--- src/rtl/irqc_pkg.sv ---
package irqc_pkg;

    localparam int NSRC = 5;
    localparam int IDX_W = $clog2(NSRC);
    localparam int VEC_W = $clog2(NSRC + 1);

    // source index = vector number - 1 (index 0 has top priority)
    localparam int SRC_EXT = 0;
    localparam int SRC_PC  = 1;
    localparam int SRC_CMP = 2;
    localparam int SRC_T1  = 3;
    localparam int SRC_T0  = 4;

    // bit position of each source inside its mask and flag bytes
    localparam int BIT_POS [NSRC] = '{6, 5, 6, 2, 1};
    // sources from SRC_CMP upward live in the timer register pair
    localparam int FIRST_TIMER_SRC = SRC_CMP;

    typedef enum logic [0:0] {
        ST_IDLE = 1'b0,
        ST_REQ  = 1'b1
    } irqc_state_e;

    typedef enum logic [1:0] {
        SENSE_LOW  = 2'b00,
        SENSE_ANY  = 2'b01,
        SENSE_FALL = 2'b10,
        SENSE_RISE = 2'b11
    } irqc_sense_e;

endpackage

--- src/rtl/irqc_sync.sv ---
module irqc_sync #(
    parameter int W = 1
) (
    input  logic         clk,
    input  logic         rst_n,
    input  logic [W-1:0] d,
    output logic [W-1:0] q,
    output logic [W-1:0] q_prev
);
    logic [W-1:0] meta;

    always_ff @(posedge clk or negedge rst_n) begin
        if (!rst_n) begin
            meta   <= '0;
            q      <= '0;
            q_prev <= '0;
        end else begin
            meta   <= d;
            q      <= meta;
            q_prev <= q;
        end
    end
endmodule

--- src/rtl/irqc_regs.sv ---
module irqc_regs
    import irqc_pkg::*;
#(
    parameter int          ADDR_W   = 6,
    parameter logic [5:0]  GMSK_ADR = 6'h3B,
    parameter logic [5:0]  GFLG_ADR = 6'h3A,
    parameter logic [5:0]  TMSK_ADR = 6'h39,
    parameter logic [5:0]  TFLG_ADR = 6'h38
) (
    input  logic              clk,
    input  logic              rst_n,
    input  logic [ADDR_W-1:0] reg_addr,
    input  logic              reg_wr,
    input  logic [7:0]        reg_wdata,
    input  logic [NSRC-1:0]   set_ev,
    input  logic [NSRC-1:0]   ack_clr,
    input  logic              level_mode,
    output logic [NSRC-1:0]   mask_q,
    output logic [NSRC-1:0]   flag_q,
    output logic [7:0]        reg_rdata
);
    localparam logic [ADDR_W-1:0] A_GMSK = ADDR_W'(GMSK_ADR);
    localparam logic [ADDR_W-1:0] A_GFLG = ADDR_W'(GFLG_ADR);
    localparam logic [ADDR_W-1:0] A_TMSK = ADDR_W'(TMSK_ADR);
    localparam logic [ADDR_W-1:0] A_TFLG = ADDR_W'(TFLG_ADR);

    logic unused_wbits;
    assign unused_wbits = ^{reg_wdata[7], reg_wdata[4:3], reg_wdata[0]};

    for (genvar i = 0; i < NSRC; i++) begin : g_src
        localparam bit IS_TMR = (i >= FIRST_TIMER_SRC);
        localparam logic [ADDR_W-1:0] MA = IS_TMR ? A_TMSK : A_GMSK;
        localparam logic [ADDR_W-1:0] FA = IS_TMR ? A_TFLG : A_GFLG;
        logic w_mask, w_clr;

        assign w_mask = reg_wr && (reg_addr == MA);
        assign w_clr  = reg_wr && (reg_addr == FA) && reg_wdata[BIT_POS[i]];

        always_ff @(posedge clk or negedge rst_n) begin
            if (!rst_n) begin
                mask_q[i] <= 1'b0;
            end else if (w_mask) begin
                mask_q[i] <= reg_wdata[BIT_POS[i]];
            end
        end

        always_ff @(posedge clk or negedge rst_n) begin
            if (!rst_n) begin
                flag_q[i] <= 1'b0;
            end else if ((i == SRC_EXT) && level_mode) begin
                flag_q[i] <= 1'b0;
            end else if (set_ev[i]) begin
                flag_q[i] <= 1'b1;
            end else if (w_clr || ack_clr[i]) begin
                flag_q[i] <= 1'b0;
            end
        end
    end

    always_comb begin
        reg_rdata = 8'h00;
        for (int i = 0; i < NSRC; i++) begin
            if (reg_addr == ((i >= FIRST_TIMER_SRC) ? A_TMSK : A_GMSK)) begin
                reg_rdata[BIT_POS[i]] = mask_q[i];
            end
            if (reg_addr == ((i >= FIRST_TIMER_SRC) ? A_TFLG : A_GFLG)) begin
                reg_rdata[BIT_POS[i]] = flag_q[i];
            end
        end
    end
endmodule

--- src/rtl/irqc_arb.sv ---
module irqc_arb
    import irqc_pkg::*;
(
    input  logic             clk,
    input  logic             rst_n,
    input  logic [NSRC-1:0]  pend,
    input  logic             gie_wr,
    input  logic             gie_wdata,
    input  logic             ack,
    output logic             gie_q,
    output logic             irq,
    output logic [VEC_W-1:0] vec,
    output logic [NSRC-1:0]  clr
);
    irqc_state_e      state, state_nx;
    logic [IDX_W-1:0] win_idx, cur_idx;

    // lowest index wins
    always_comb begin
        win_idx = '0;
        for (int i = NSRC - 1; i >= 0; i--) begin
            if (pend[i]) win_idx = IDX_W'(i);
        end
    end

    always_comb begin
        state_nx = state;
        unique case (state)
            ST_IDLE: if (gie_q && (|pend))                  state_nx = ST_REQ;
            ST_REQ:  if (ack || !gie_q || !pend[cur_idx])   state_nx = ST_IDLE;
            default:                                        state_nx = ST_IDLE;
        endcase
    end

    always_ff @(posedge clk or negedge rst_n) begin
        if (!rst_n) begin
            state   <= ST_IDLE;
            cur_idx <= '0;
        end else begin
            state <= state_nx;
            if (state == ST_IDLE) cur_idx <= win_idx;
        end
    end

    always_ff @(posedge clk or negedge rst_n) begin
        if (!rst_n) begin
            gie_q <= 1'b0;
        end else if (state == ST_REQ && ack) begin
            gie_q <= 1'b0;
        end else if (gie_wr) begin
            gie_q <= gie_wdata;
        end
    end

    always_comb begin
        irq = 1'b0;
        clr = '0;
        unique case (state)
            ST_IDLE: irq = 1'b0;
            ST_REQ: begin
                irq = 1'b1;
                if (ack) clr[cur_idx] = 1'b1;
            end
            default: irq = 1'b0;
        endcase
    end

    assign vec = VEC_W'(cur_idx) + VEC_W'(1);
endmodule

--- src/rtl/irq_flag_ctrl.sv ---
module irq_flag_ctrl
    import irqc_pkg::*;
#(
    parameter int         PC_PINS  = 6,
    parameter int         ADDR_W   = 6,
    parameter logic [5:0] GMSK_ADR = 6'h3B,
    parameter logic [5:0] GFLG_ADR = 6'h3A,
    parameter logic [5:0] TMSK_ADR = 6'h39,
    parameter logic [5:0] TFLG_ADR = 6'h38
) (
    input  logic               clk,
    input  logic               rst_n,
    input  logic [ADDR_W-1:0]  reg_addr,
    input  logic               reg_wr,
    input  logic [7:0]         reg_wdata,
    output logic [7:0]         reg_rdata,
    input  logic               gie_wr,
    input  logic               gie_wdata,
    output logic               gie,
    input  logic               ext_pin,
    input  logic [1:0]         ext_sense,
    input  logic [PC_PINS-1:0] pc_pins,
    input  logic               tmr_cmp,
    input  logic               tmr1_ovf,
    input  logic               tmr0_ovf,
    output logic               irq,
    output logic [VEC_W-1:0]   irq_vec,
    input  logic               irq_ack
);
    logic               ext_s, ext_p;
    logic [PC_PINS-1:0] pc_s, pc_p;
    logic               ext_evt, level_mode;
    logic [NSRC-1:0]    set_ev, clr, pend, mask_q, flag_q;
    irqc_sense_e        sense;

    irqc_sync #(.W(1)) u_sync_ext (
        .clk(clk), .rst_n(rst_n), .d(ext_pin), .q(ext_s), .q_prev(ext_p)
    );

    irqc_sync #(.W(PC_PINS)) u_sync_pc (
        .clk(clk), .rst_n(rst_n), .d(pc_pins), .q(pc_s), .q_prev(pc_p)
    );

    assign sense      = irqc_sense_e'(ext_sense);
    assign level_mode = (sense == SENSE_LOW);

    always_comb begin
        unique case (sense)
            SENSE_ANY:  ext_evt = ext_s ^ ext_p;
            SENSE_FALL: ext_evt = ext_p & ~ext_s;
            SENSE_RISE: ext_evt = ext_s & ~ext_p;
            default:    ext_evt = 1'b0;
        endcase
    end

    assign set_ev[SRC_EXT] = ext_evt;
    assign set_ev[SRC_PC]  = |(pc_s ^ pc_p);
    assign set_ev[SRC_CMP] = tmr_cmp;
    assign set_ev[SRC_T1]  = tmr1_ovf;
    assign set_ev[SRC_T0]  = tmr0_ovf;

    irqc_regs #(
        .ADDR_W(ADDR_W), .GMSK_ADR(GMSK_ADR), .GFLG_ADR(GFLG_ADR),
        .TMSK_ADR(TMSK_ADR), .TFLG_ADR(TFLG_ADR)
    ) u_regs (
        .clk(clk), .rst_n(rst_n), .reg_addr(reg_addr), .reg_wr(reg_wr),
        .reg_wdata(reg_wdata), .set_ev(set_ev), .ack_clr(clr),
        .level_mode(level_mode), .mask_q(mask_q), .flag_q(flag_q),
        .reg_rdata(reg_rdata)
    );

    always_comb begin
        pend = flag_q & mask_q;
        if (level_mode) pend[SRC_EXT] = ~ext_s & mask_q[SRC_EXT];
    end

    irqc_arb u_arb (
        .clk(clk), .rst_n(rst_n), .pend(pend), .gie_wr(gie_wr),
        .gie_wdata(gie_wdata), .ack(irq_ack), .gie_q(gie), .irq(irq),
        .vec(irq_vec), .clr(clr)
    );
endmodule

--- config.mk ---
export PLATFORM = sky130hd
export DESIGN_NAME = irq_flag_ctrl
export DESIGN_NICKNAME = d
export VERILOG_FILES = /design/src/rtl/irqc_pkg.sv /design/src/rtl/irqc_sync.sv /design/src/rtl/irqc_regs.sv /design/src/rtl/irqc_arb.sv /design/src/rtl/irq_flag_ctrl.sv
export SDC_FILE = /design/constraint.sdc
export NUM_CORES = 1
export LEC_CHECK = 0
export CAP_MARGIN = 10
export CORE_UTILIZATION = 66
export DETAILED_ROUTE_END_ITERATION = 12
export DONT_BUFFER_PORTS = 1
export HOLD_SLACK_MARGIN = 0.06
export PLACE_DENSITY = 0.79
export SYNTH_ARGS = -nofsm -noshare
export SYNTH_HDL_FRONTEND = slang
export SYNTH_SLANG_ARGS = --single-unit
--- constraint.sdc ---
create_clock -name clk -period 2.8 [get_ports clk]
set_input_delay 0 -clock clk [delete_from_list [all_inputs] [get_ports clk]]
set_output_delay 0 -clock clk [all_outputs]
set_load 0.03 [all_outputs]
# Word-level counts from Yosys, hierarchy flattened
# Cells that the tools add are included.
[op_classes]
n_addsub = 1
magnitude_cmp = 2
eq_ne = 7
mux = 40
bitwise_logic = 9
reduce_logical = 30
[op_table]
columns = ["operator", "count"]
rows = [
  ["$mux 1", 28],
  ["$eq 6x6->1 const B", 4],
  ["$mux 3", 5],
  ["$logic_and 1x1->1", 12],
  ["$mux 5", 2],
  ["$reduce_bool 2->1", 5],
  ["$logic_or 1x1->1", 7],
  ["$reduce_or 6->1", 1],
  ["$xor 6x6->6", 1],
  ["$and 5x5->5", 1],
  ["$reduce_or 5->1", 1],
  ["$eq 2x2->1 const B", 2],
  ["$lt 3x4->1 const B", 1],
  ["$pmux 1 s2", 2],
  ["$add 3x1->3 const B", 1],
  ["$and 1x1->1", 3],
  ["$bmux 1 s3", 1],
  ["$demux 1 s3", 1],
  ["$ge 3x1->1 const B", 1],
  ["$not 1->1", 3],
  ["$pmux 1 s3", 1],
  ["$reduce_bool 3->1", 1],
  ["$eq 2x1->1 const B", 1],
  ["$logic_not 1->1", 2],
  ["other kinds (2)", 2],
]
[word_totals]
reg_bits = 36
inputBits = 32
wordCells = 108

# Logic depth before layout (Yosys ltp)
# Gate-level depths: netlist of the first run.
[logic_depth]
word_depth = 10
depth_mapped = 6
mapped_depth_nobuf = 6

# Modules after synthesis
# A second synthesis of the first run with hierarchy kept.
[hier_totals]
hier_cells = 144
area_unflattened_um2 = 1647.8
[modules_own_cells]
columns = ["mod", "instances", "cells_each", "area_each_um2", "seq_area_each_um2"]
rows = [
  ["irqc_regs", 1, 58, 603.1, 250.2],
  ["irqc_sync at u_sync_pc", 1, 18, 450.4, 450.4],
  ["irqc_arb", 1, 41, 351.6, 125.1],
  ["irq_flag_ctrl", 1, 24, 167.7, 0.0],
  ["irqc_sync at u_sync_ext", 1, 3, 75.1, 75.1],
]

# Worst setup path before layout of the first run
# OpenSTA, ideal clock, no wires.
[synth_path]
path_kind = "register to register"
start = "reg u_arb.cur_idx[0]"
end = "reg u_regs.flag_q[1]"
setup_time_ns = 0.120
arrival_time_ns = 1.261
required_ns = 2.680
path_slack_ns = 1.419
path_stages_with_launch = 5
period_less_slack_ns = 1.381
cell_sequence = "dfrtp_1 -> buf_2 -> inv_2 -> or4_1 -> a31o_1"
[synth_between]
elab_chain_cells = 8
word_cells_on_any_way = 9
cone_classes = "order compare (2); mux (4); reduce/logical (3)"
[synth_lines]
columns = ["item", "line", "source"]
rows = [
  ["from (decl)", "irqc_arb.sv:16", "logic [IDX_W-1:0] win_idx, cur_idx;"],
  ["from (signal assigned)", "irqc_arb.sv:41", "if (state == ST_IDLE) cur_idx <= win_idx;"],
  ["$lt 3x4->1 (not written as such) or $ge 3x1->1 (tied branches)", "irqc_arb.sv:62", "if (ack) clr[cur_idx] = 1'b1;"],
  ["$logic_and 1x1->1 (not written as such)", "irqc_arb.sv:62", ""],
  ["$mux 1 (not written as such)", "irqc_arb.sv:62", ""],
  ["$demux 1 s3 (*)", "n/a", ""],
  ["$mux 5 (*)", "irqc_arb.sv:62", ""],
  ["$mux 5 (*)", "irqc_arb.sv:58", "unique case (state)"],
  ["$logic_or 1x1->1 (*)", "irqc_regs.sv:54", "end else if (w_clr || ack_clr[i]) begin"],
  ["$reduce_bool 2->1 (no line) (*)", "n/a", ""],
  ["to (signal, indexed assignment)", "irqc_regs.sv:51", "flag_q[i] <= 1'b0;"],
  ["to (signal, indexed assignment)", "irqc_regs.sv:53", "flag_q[i] <= 1'b1;"],
  ["to (signal, indexed assignment)", "irqc_regs.sv:55", "flag_q[i] <= 1'b0;"],
  ["to (decl)", "irqc_regs.sv:19", "output logic [NSRC-1:0] flag_q,"],
]
# Mark *: on every way between the ends. The rest lies on a longest branch, timed or not.
# A chain may end at the register's enable or synchronous reset.

# Final worst setup path of the first run
[layout_path]
start = "reg u_arb.state"
end = "reg u_regs.flag_q[2]"
[layout_between]
elab_chain_cells = 3
[layout_lines]
columns = ["item", "line", "source"]
rows = [
  ["from (decl)", "irqc_arb.sv:15", "irqc_state_e state, state_nx;"],
  ["from (signal assigned)", "irqc_arb.sv:40", "state <= state_nx;"],
  ["$mux 5", "irqc_arb.sv:58", ""],
  ["$logic_or 1x1->1", "irqc_regs.sv:54", ""],
  ["$reduce_bool 2->1 (no line)", "n/a", ""],
]
# No other way between the ends.

==> impl_metrics.toml, run 1 <==
[sta]
clock-skew-final_ns = 0.01810
worstMarginPinSlew_ns = 0.9921
fin_setup_tns_ns = 0
finalCriticalPeriod_ns = 2.223
fmax_ghz = 0.4499
final_max_slew_viol_count = 0
rsz0062_at_grt = "false"
hold_viol_final = 0
setup_viol = 0
fin_ws_ns = 0.5773
fin_crit_sh_pct = 79.38
relSlewSlack_pct = 33.35

[cts]
post-cts-setup-buffers = 0
clock_path_buffers = 2
clk_latency_ns = 0.36
numCtsBuffers = 5
cts_num_sinks = 36
post_cts_resized = 0
clockRootBuffer = "clkbuf_4"
clk_pin_slew_ns = 0.12
cts_tree = "yes"
htree_levels = 2
holdBufCountCts = 32

[final_layout]
multi_input_area_um2 = 645.6
final_common_cell = "dfrtp_1"
fill_cells = 88
drive_above_1_share_pct = 14.29
nNetsFinal = 202
antenna_cells = 0
areaGrowthSynthToFinish_pct = 24.11
fin_util_pct = 88.57
layout_common_cells = "dfrtp_1, dlygate4sd3_1, nand2_1"
seq_area_um2 = 900.9

[setup_path]
ff2ff_setup_slack_ns = 0.58
r2r_cells = 5
rr_startpoint = "u_arb.state$_DFF_PN0_"
timing_worst_setup_path_type = "flip-flop to flip-flop"
path_max_fanout = 12
worstSetupStartpointType = "flip-flop"
r2r_end = "u_regs.flag_q[2]$_DFFE_PN0P_"
required_ns = 3.04
cp.arrival_ns = 2.46
endpoint_kind = "flip-flop"

[yosys]
async_flop_share_pct = 100.0
netlist_area_mm2 = 0.001609
synth-main-ff-cell = "dfrtp_1"
synthCells = 134
yosys_warnings = 0
ys_ff_latch = 36
synth_edf_count = 0
synth_seq_area_share_pct = 55.99
syn_area_per_cell_um2 = 12.01
synth_cell_type_count = 41

[floorplan]
rows = 17
chipWidth_um = 51.38
die_h_um = 51.38
start_util_pct = 71.37
pin_count = 45
core_mm2 = 0.002255
die_area_mm2 = 0.002639

[grt]
grt_max_degree = 37
grt_pass1_wl_mm = 6.065
first_global_vias = 1279
overflow = 0
grt.total_usage_pct = 34.12
antenna_found_initial = 0

[routing]
drt_iter0_drc = 33
num_vias = 1218
via_per_inst = 6.214
wl_per_cell_um = 19.16
ant_nets = 0
routed_wl_mm = 3.755
drc_errors = 0
first_pass_iters = 6

[hold_path]
holdPathEnd = "u_arb.cur_idx[0]$_DFFE_PN0N_"
hold_path_depth = 3
hp-class = "input pin to flip-flop"
hp-start = "ext_sense[1]"

[run]
drv_cap = 0

[placement]
place_congestion = 0.8463
io_buffers = 0
place_hpwl_mm = 1.993
pre_cts_ws_ns = 1.206

[status]
status = "complete, no violations"

[pwr]
leakagePower_nw = 0.8691
ir_drop_mv = 0.4914
p_per_area_mw_per_mm2 = 613.8
## cell families after synthesis
| group | share of synthesized area (%) |
|---|---|
| AOI/OAI and AO/OA | 9.254 |
| xor gates and xnor gates | 3.810 |
| adders and majority gates | 2.333 |
| buffers and inverters | 4.588 |
| DFF | 55.99 |
| muxes | 8.710 |
| other | 0.2331 |
| and+or+nand+nor | 15.09 |
## flip-flops by register name (all words and copies together), names as in the netlist
signal	flops
u_regs.mask_q	5
u_regs.flag_q	5
u_sync_ext.q_prev	1
u_arb.gie_q	1
u_arb.cur_idx	3
u_sync_pc.meta	6
u_arb.state	1
u_sync_ext.q	1
u_sync_ext.meta	1
u_sync_pc.q_prev	6
u_sync_pc.q	6
## worst max-delay path, stage by stage (launching register included)
cell and delay, ns:
dfrtp_1 0.74, nand2_1 0.18, nor2_1 0.22, nand3_1 0.14, a31o_2 0.27, dlygate4sd3_1 0.55
## how the worst max path moves through the flow
stage                                  from                           end  depth (start not counted)
3_3_place_gp          u_arb.state$_DFF_PN0_  u_regs.flag_q[1]$_DFFE_PN0P_                          3
6_report              u_arb.state$_DFF_PN0_  u_regs.flag_q[2]$_DFFE_PN0P_                          5
2_1_floorplan  u_arb.cur_idx[0]$_DFFE_PN0N_  u_regs.flag_q[1]$_DFFE_PN0P_                          4
4_1_cts               u_arb.state$_DFF_PN0_  u_regs.flag_q[2]$_DFFE_PN0P_                          5
5_1_grt               u_arb.state$_DFF_PN0_  u_regs.flag_q[2]$_DFFE_PN0P_                          5
3_5_place_dp          u_arb.state$_DFF_PN0_  u_regs.flag_q[1]$_DFFE_PN0P_                          3
## area by class of cell
class / count / area share (%)
Timing Repair Buffer: 32 / 16.54
Inverter: 6 / 1.128
Clock buffer: 7 / 2.757
Multi-Input combinational cell: 86 / 32.33
Tap cell: 28 / 1.754
Sequential cell: 36 / 45.11
Clock inverter: 1 / 0.3759
## routing by layer
layer	up-vias	track usage [%]	part of all wire [%]
met5	-	0	0
met4	0	24.32	4.0
met3	15	10.12	6.8
met2	70	51.30	50
met1	602	41.60	40
li1	531	-	-
## Yosys cell counts (all sizes together) (3+ instances only)
cell type	number	area share, %
dfrtp	36	56
nand2	15	3.5
buf	6	2.5
inv	6	1.4
nor3	6	2.2
mux2	5	4.0
mux2i	5	3.1
nand3	5	1.9
xor2	5	2.7
a21oi	4	1.2
a31o	4	2.2
o21ai	4	1.2
clkbuf	3	0.70
ha	3	2.3
## metrics by stage
stage	cells	instance area, um2	hold WS [ns]	power [mW]
finish	196	1997	0.05333	1.226
detailed placement	156	1604	-0.2949	0.8707
global route	196	1997	0.08772	1.279
floorplan	137	1620	-0.2956	0.8464
global placement	156	1604	-0.2949	0.8626
CTS	196	1997	0.06449	1.218
## power by group
group	internal [mW]	switching [mW]
Sequential	0.568	0.0904
Combinational	0.120	0.150
Clock	0.123	0.175
(Power assumes the default switching activity.)
==> run 2, diff against run 1 <==
CORE_UTILIZATION = 61   (was 66)
PLACE_DENSITY = 0.74   (was 0.79)
clock period = 2.31 ns   (was 2.8 ns; I/O delays follow)
==> impl_metrics.toml, run 2 (synthesis results as in run 1) <==
[status]
status = "complete, no violations"

[setup_path]
required_ns = 2.54
path_max_fanout = 4
cp_slowest_cell = "dlygate4sd3_1"
timing_worst_setup_path_type = "flip-flop to flip-flop"
worstSetupStartpointType = "flip-flop"
endpoint_kind = "flip-flop"
slowest_delay_ns = 0.55
cp.arrival_ns = 2.09
path_cells = "inv_1 > ha_1 > inv_1 > mux2i_1 > a21oi_1 > dlygate4sd3_1 > or2_1"
crit_top_cell = "inv_1"

[final_layout]
instances_no_fill = 200
areaGrowthSynthToFinish_pct = 25.74
fill_cells = 141
drive_above_1_share_pct = 16.47
layout_common_cells = "dfrtp_1, dlygate4sd3_1, nand2_1"
seq_area_um2 = 900.9
antenna_cells = 0
final_common_cell = "dfrtp_1"
largest_registers = "u_sync_pc.meta: 6 flops, u_sync_pc.q: 6 flops, u_sync_pc.q_prev: 6 flops"
multi_input_area_um2 = 645.6
nNetsFinal = 204

[grt]
grt_pass1_wl_mm = 5.616
overflow = 0
grt_max_degree = 37
grt.total_usage_pct = 28.87
antenna_found_initial = 0
first_global_vias = 1227

[pwr]
ir_drop_mv = 0.9553
power_switching_mw = 0.4971
clkPwrFrac_pct = 27.6
switching_share_pct = 31.80
internal_power_mw = 1.066
leakagePower_nw = 0.8913
power_frac_seq_pct = 49.5
p_per_area_mw_per_mm2 = 772.5
pwr-share-comb_pct = 23.0

[floorplan]
start_util_pct = 64.95
rows = 18
die_area_mm2 = 0.002847
die_h_um = 53.36
core_mm2 = 0.002477
chipWidth_um = 53.36
pin_count = 45

[run]
drv_cap = 0

[cts]
clk_pin_slew_ns = 0.12
clk_latency_ns = 0.33
clock_path_buffers = 2
post-cts-setup-buffers = 0
cts_tree = "yes"
numCtsBuffers = 5
clockRootBuffer = "clkbuf_4"
htree_levels = 2
cts_num_sinks = 36

[sta]
fin_crit_sh_pct = 80.55
final_max_slew_viol_count = 0
rsz0062_at_grt = "false"
hold_viol_final = 0
fmax_ghz = 0.5375
finalCriticalPeriod_ns = 1.861
worstMarginPinSlew_ns = 0.6419
fin_setup_tns_ns = 0
setup_viol = 0
clock-skew-final_ns = 0.01078
relSlewSlack_pct = 57.12
whs_ns = 0.1099

[routing]
drt_iter0_drc = 27
num_vias = 1148
routed_wl_mm = 3.618
first_pass_iters = 4
drc_errors = 0
ant_nets = 0
via_per_inst = 5.740
wl_per_cell_um = 18.09

[hold_path]
hp-class = "input pin to flip-flop"

[placement]
place_congestion = 0.8426
placed_cells = 162
place_hpwl_mm = 1.952
io_buffers = 0
==> run 2: worst paths after layout <==
check                                             from                            to  slack, ns  cells past startpoint
setup / recovery                u_sync_ext.q$_DFF_PN0_  u_regs.flag_q[0]$_DFFE_PN0P_       0.45                      7
hold / removal                             reg_addr[3]  u_regs.flag_q[1]$_DFFE_PN0P_       0.11                      4
setup reg to reg                u_sync_ext.q$_DFF_PN0_  u_regs.flag_q[0]$_DFFE_PN0P_       0.45                      7
hold reg to reg            u_sync_pc.meta[2]$_DFF_PN0_      u_sync_pc.q[2]$_DFF_PN0_       0.36                      0
max in group asynchronous                        rst_n   u_sync_pc.meta[4]$_DFF_PN0_       2.01                      2
min in group asynchronous                        rst_n  u_arb.cur_idx[1]$_DFFE_PN0N_       0.12                      2
==> run 2: power groups by stage <==
stage	Combinational [mW]	Sequential, mW	Clock [mW]
final	0.359	0.773	0.431
after global placement	0.281	0.775	0
after global routing	0.392	0.780	0.466
after CTS	0.350	0.766	0.439
after floorplan	0.277	0.749	0
after detailed placement	0.285	0.778	0
==> run 2: cell type report <==
type / count / share of cell area, %
inverters: 6 / 1.113
repair buffers: 34 / 16.82
well taps: 30 / 1.855
clock buffers: 6 / 2.041
multi-input cells: 86 / 31.91
clock inverters: 2 / 1.732
flip-flops and latches: 36 / 44.53
==> run 2: metal layers <==
layer  up-vias  track usage (%)  share of wire, %  routed length, um
met5         -                0                 0                  0
met4         0            10.09               1.4                 51
met3         6            7.471               4.5                163
met2        42            46.46                51               1839
met1       562            37.36                43               1563
li1        538                -                 -                  -
==> run 2: timing repair <==
item,CTS,global route
hold buffers,30,0
resized for setup,0,0
endpoints found under the hold margin,57,0
==> run 2: critical path, delay by kind of cell (launching register included) <==
kind | cells | cell delay, ns
muxes | 1 | 0.13
adders and majority gates | 1 | 0.27
DFF | 1 | 0.41
buffers and inverters | 3 | 0.65
AOI/OAI and AO/OA | 1 | 0.09
and+or+nand+nor | 1 | 0.21
==> run 2: per-stage QoR <==
stage                     instance area, um2  utilization, %  total power, mW  worst slack, ns
after floorplan                         1620               -            1.026           0.9293
after global placement                  1637           66.06            1.056           0.8384
after detailed placement                1637           66.06            1.063           0.8204
after CTS                               2023           81.67            1.555           0.5168
after global routing                    2023           81.67            1.638           0.3430
final                                   2023           81.67            1.563           0.4494
==> run 3, diff against run 2 <==
clock period = 1.8 ns   (was 2.31 ns; I/O delays follow)
==> impl_metrics.toml, run 3 (synthesis results as in run 1) <==
[setup_path]
path_max_fanout = 5
ff2ff_setup_slack_ns = 0.06
required_ns = 2.03
worstSetupStartpointType = "input pin"
endpoint_kind = "flip-flop"
timing_worst_setup_path_type = "input pin to flip-flop"
cp.arrival_ns = 1.99
r2r_cells = 5
rr_startpoint = "u_arb.cur_idx[0]$_DFFE_PN0N_"
r2r_end = "u_regs.flag_q[4]$_DFFE_PN0P_"

[pwr]
internal_power_mw = 1.305
pwr-share-comb_pct = 26.8
power_switching_mw = 0.6437
clkPwrFrac_pct = 23.0
switching_share_pct = 33.03
p_total_mw = 1.949
power_frac_seq_pct = 50.2
p_per_area_mw_per_mm2 = 954.3
ir_drop_mv = 0.8780
leakagePower_nw = 0.8940

[placement]
io_buffers = 0
dpl_cell_area_mm2 = 0.001652
place_congestion = 0.8349
place_hpwl_mm = 2.005

[sta]
relSlewSlack_pct = 59.43
finalCriticalPeriod_ns = 1.763
hold_viol_final = 0
fmax_ghz = 0.5673
rsz0062_at_grt = "false"
clock-skew-final_ns = 0.004579
worstMarginPinSlew_ns = 0.6073
fin_crit_sh_pct = 97.93
setup_viol = 0
fin_setup_tns_ns = 0
final_max_slew_viol_count = 0

[status]
status = "complete, no violations"

[cts]
clockRootBuffer = "clkbuf_4"
cts_tree = "yes"
htree_levels = 2
clk_pin_slew_ns = 0.10
post-cts-setup-buffers = 0
clk_latency_ns = 0.34
numCtsBuffers = 5
clock_path_buffers = 2
cts_num_sinks = 36

[routing]
via_per_inst = 5.921
drt_iter0_drc = 36
drc_errors = 0
routed_wl_mm = 3.640
wl_per_cell_um = 17.93
first_pass_iters = 4
num_vias = 1202
ant_nets = 0

[final_layout]
drive_above_1_share_pct = 18.50
fin_area_mm2 = 0.002042
largest_registers = "u_sync_pc.meta: 6 flops, u_sync_pc.q: 6 flops, u_sync_pc.q_prev: 6 flops"
areaGrowthSynthToFinish_pct = 26.91
final_common_cell = "dfrtp_1"
layout_common_cells = "dfrtp_1, dlygate4sd3_1, nand2_1"
antenna_cells = 0
nNetsFinal = 207

[floorplan]
core_mm2 = 0.002477
pin_count = 45
chipWidth_um = 53.36
die_h_um = 53.36
rows = 18
start_util_pct = 64.95
die_area_mm2 = 0.002847

[grt]
grt_pass1_wl_mm = 5.437
overflow = 0
grt_max_degree = 37
first_global_vias = 1190
antenna_found_initial = 0
grt.total_usage_pct = 29.04

[run]
drv_cap = 0

[hold_path]
hp-class = "input pin to flip-flop"
holdPathEnd = "u_arb.cur_idx[0]$_DFFE_PN0N_"
hold_path_depth = 3
hp-start = "ext_sense[0]"
## run 3: worst max-delay path by stage
| stage | start | endpoint | slack, ns | cells after the start |
|---|---|---|---|---|
| 4_1_cts | u_arb.cur_idx[0]$_DFFE_PN0N_ | u_regs.flag_q[4]$_DFFE_PN0P_ | 0.03 | 5 |
| 5_1_grt | reg_wr | u_regs.flag_q[3]$_DFFE_PN0P_ | 0.007 | 6 |
| 3_3_place_gp | u_sync_ext.q$_DFF_PN0_ | u_arb.state$_DFF_PN0_ | 0.40 | 4 |
| 2_1_floorplan | u_arb.cur_idx[0]$_DFFE_PN0N_ | u_regs.flag_q[1]$_DFFE_PN0P_ | 0.42 | 4 |
| 3_5_place_dp | u_sync_ext.q$_DFF_PN0_ | u_arb.state$_DFF_PN0_ | 0.39 | 4 |
| 6_report | reg_addr[1] | u_regs.mask_q[0]$_DFFE_PN0P_ | 0.04 | 5 |
## run 3: worst max-delay path: stages
cell	delay (ns)
dlygate4sd3_1	0.62
inv_2	0.07
or3_4	0.39
dlygate4sd3_1	0.60
mux2_4	0.31
## run 3: area by class of cell
cell class                 instances  area, um2
inverter                           6      22.52
tap                               30      37.54
multi-input combinational         86      655.6
clock buffer                       8      58.81
sequential                        36      902.1
fill                             140      435.4
timing repair buffer              37      365.4
## run 3: repair_timing
action	in CTS	in global routing
resized for setup	0	4
hold buffers	31	0
setup endpoints to repair	0	3
endpoints found under the hold margin	57	0
## run 3: metrics by stage
| step | hold slack [ns] | util, % | setup WS, ns | std cells |
|---|---|---|---|---|
| floorplan | -0.2956 | - | 0.4193 | 137 |
| CTS | 0.06266 | 81.97 | 0.02866 | 203 |
| finish | 0.08662 | 82.42 | 0.03726 | 203 |
| detailed placement | -0.2949 | 66.67 | 0.3879 | 164 |
| global route | 0.09570 | 82.42 | 0.006773 | 203 |
| global placement | -0.2947 | 66.67 | 0.3975 | 164 |
## run 3: power by group through the flow
stage	clock, mW	sequential, mW	combinational, mW
floorplan	0	0.961	0.356
global placement	0	0.981	0.403
detailed placement	0	0.984	0.408
CTS	0.460	0.968	0.498
global route	0.485	0.990	0.564
finish	0.449	0.978	0.522
## run 3: per-layer routing
layer	vias to the layer above	wire (um)	global-route usage, %
met5	-	0	0
li1	544	-	-
met3	12	235	10.06
met4	0	59	11.40
met2	57	1879	47.29
met1	589	1466	34.84
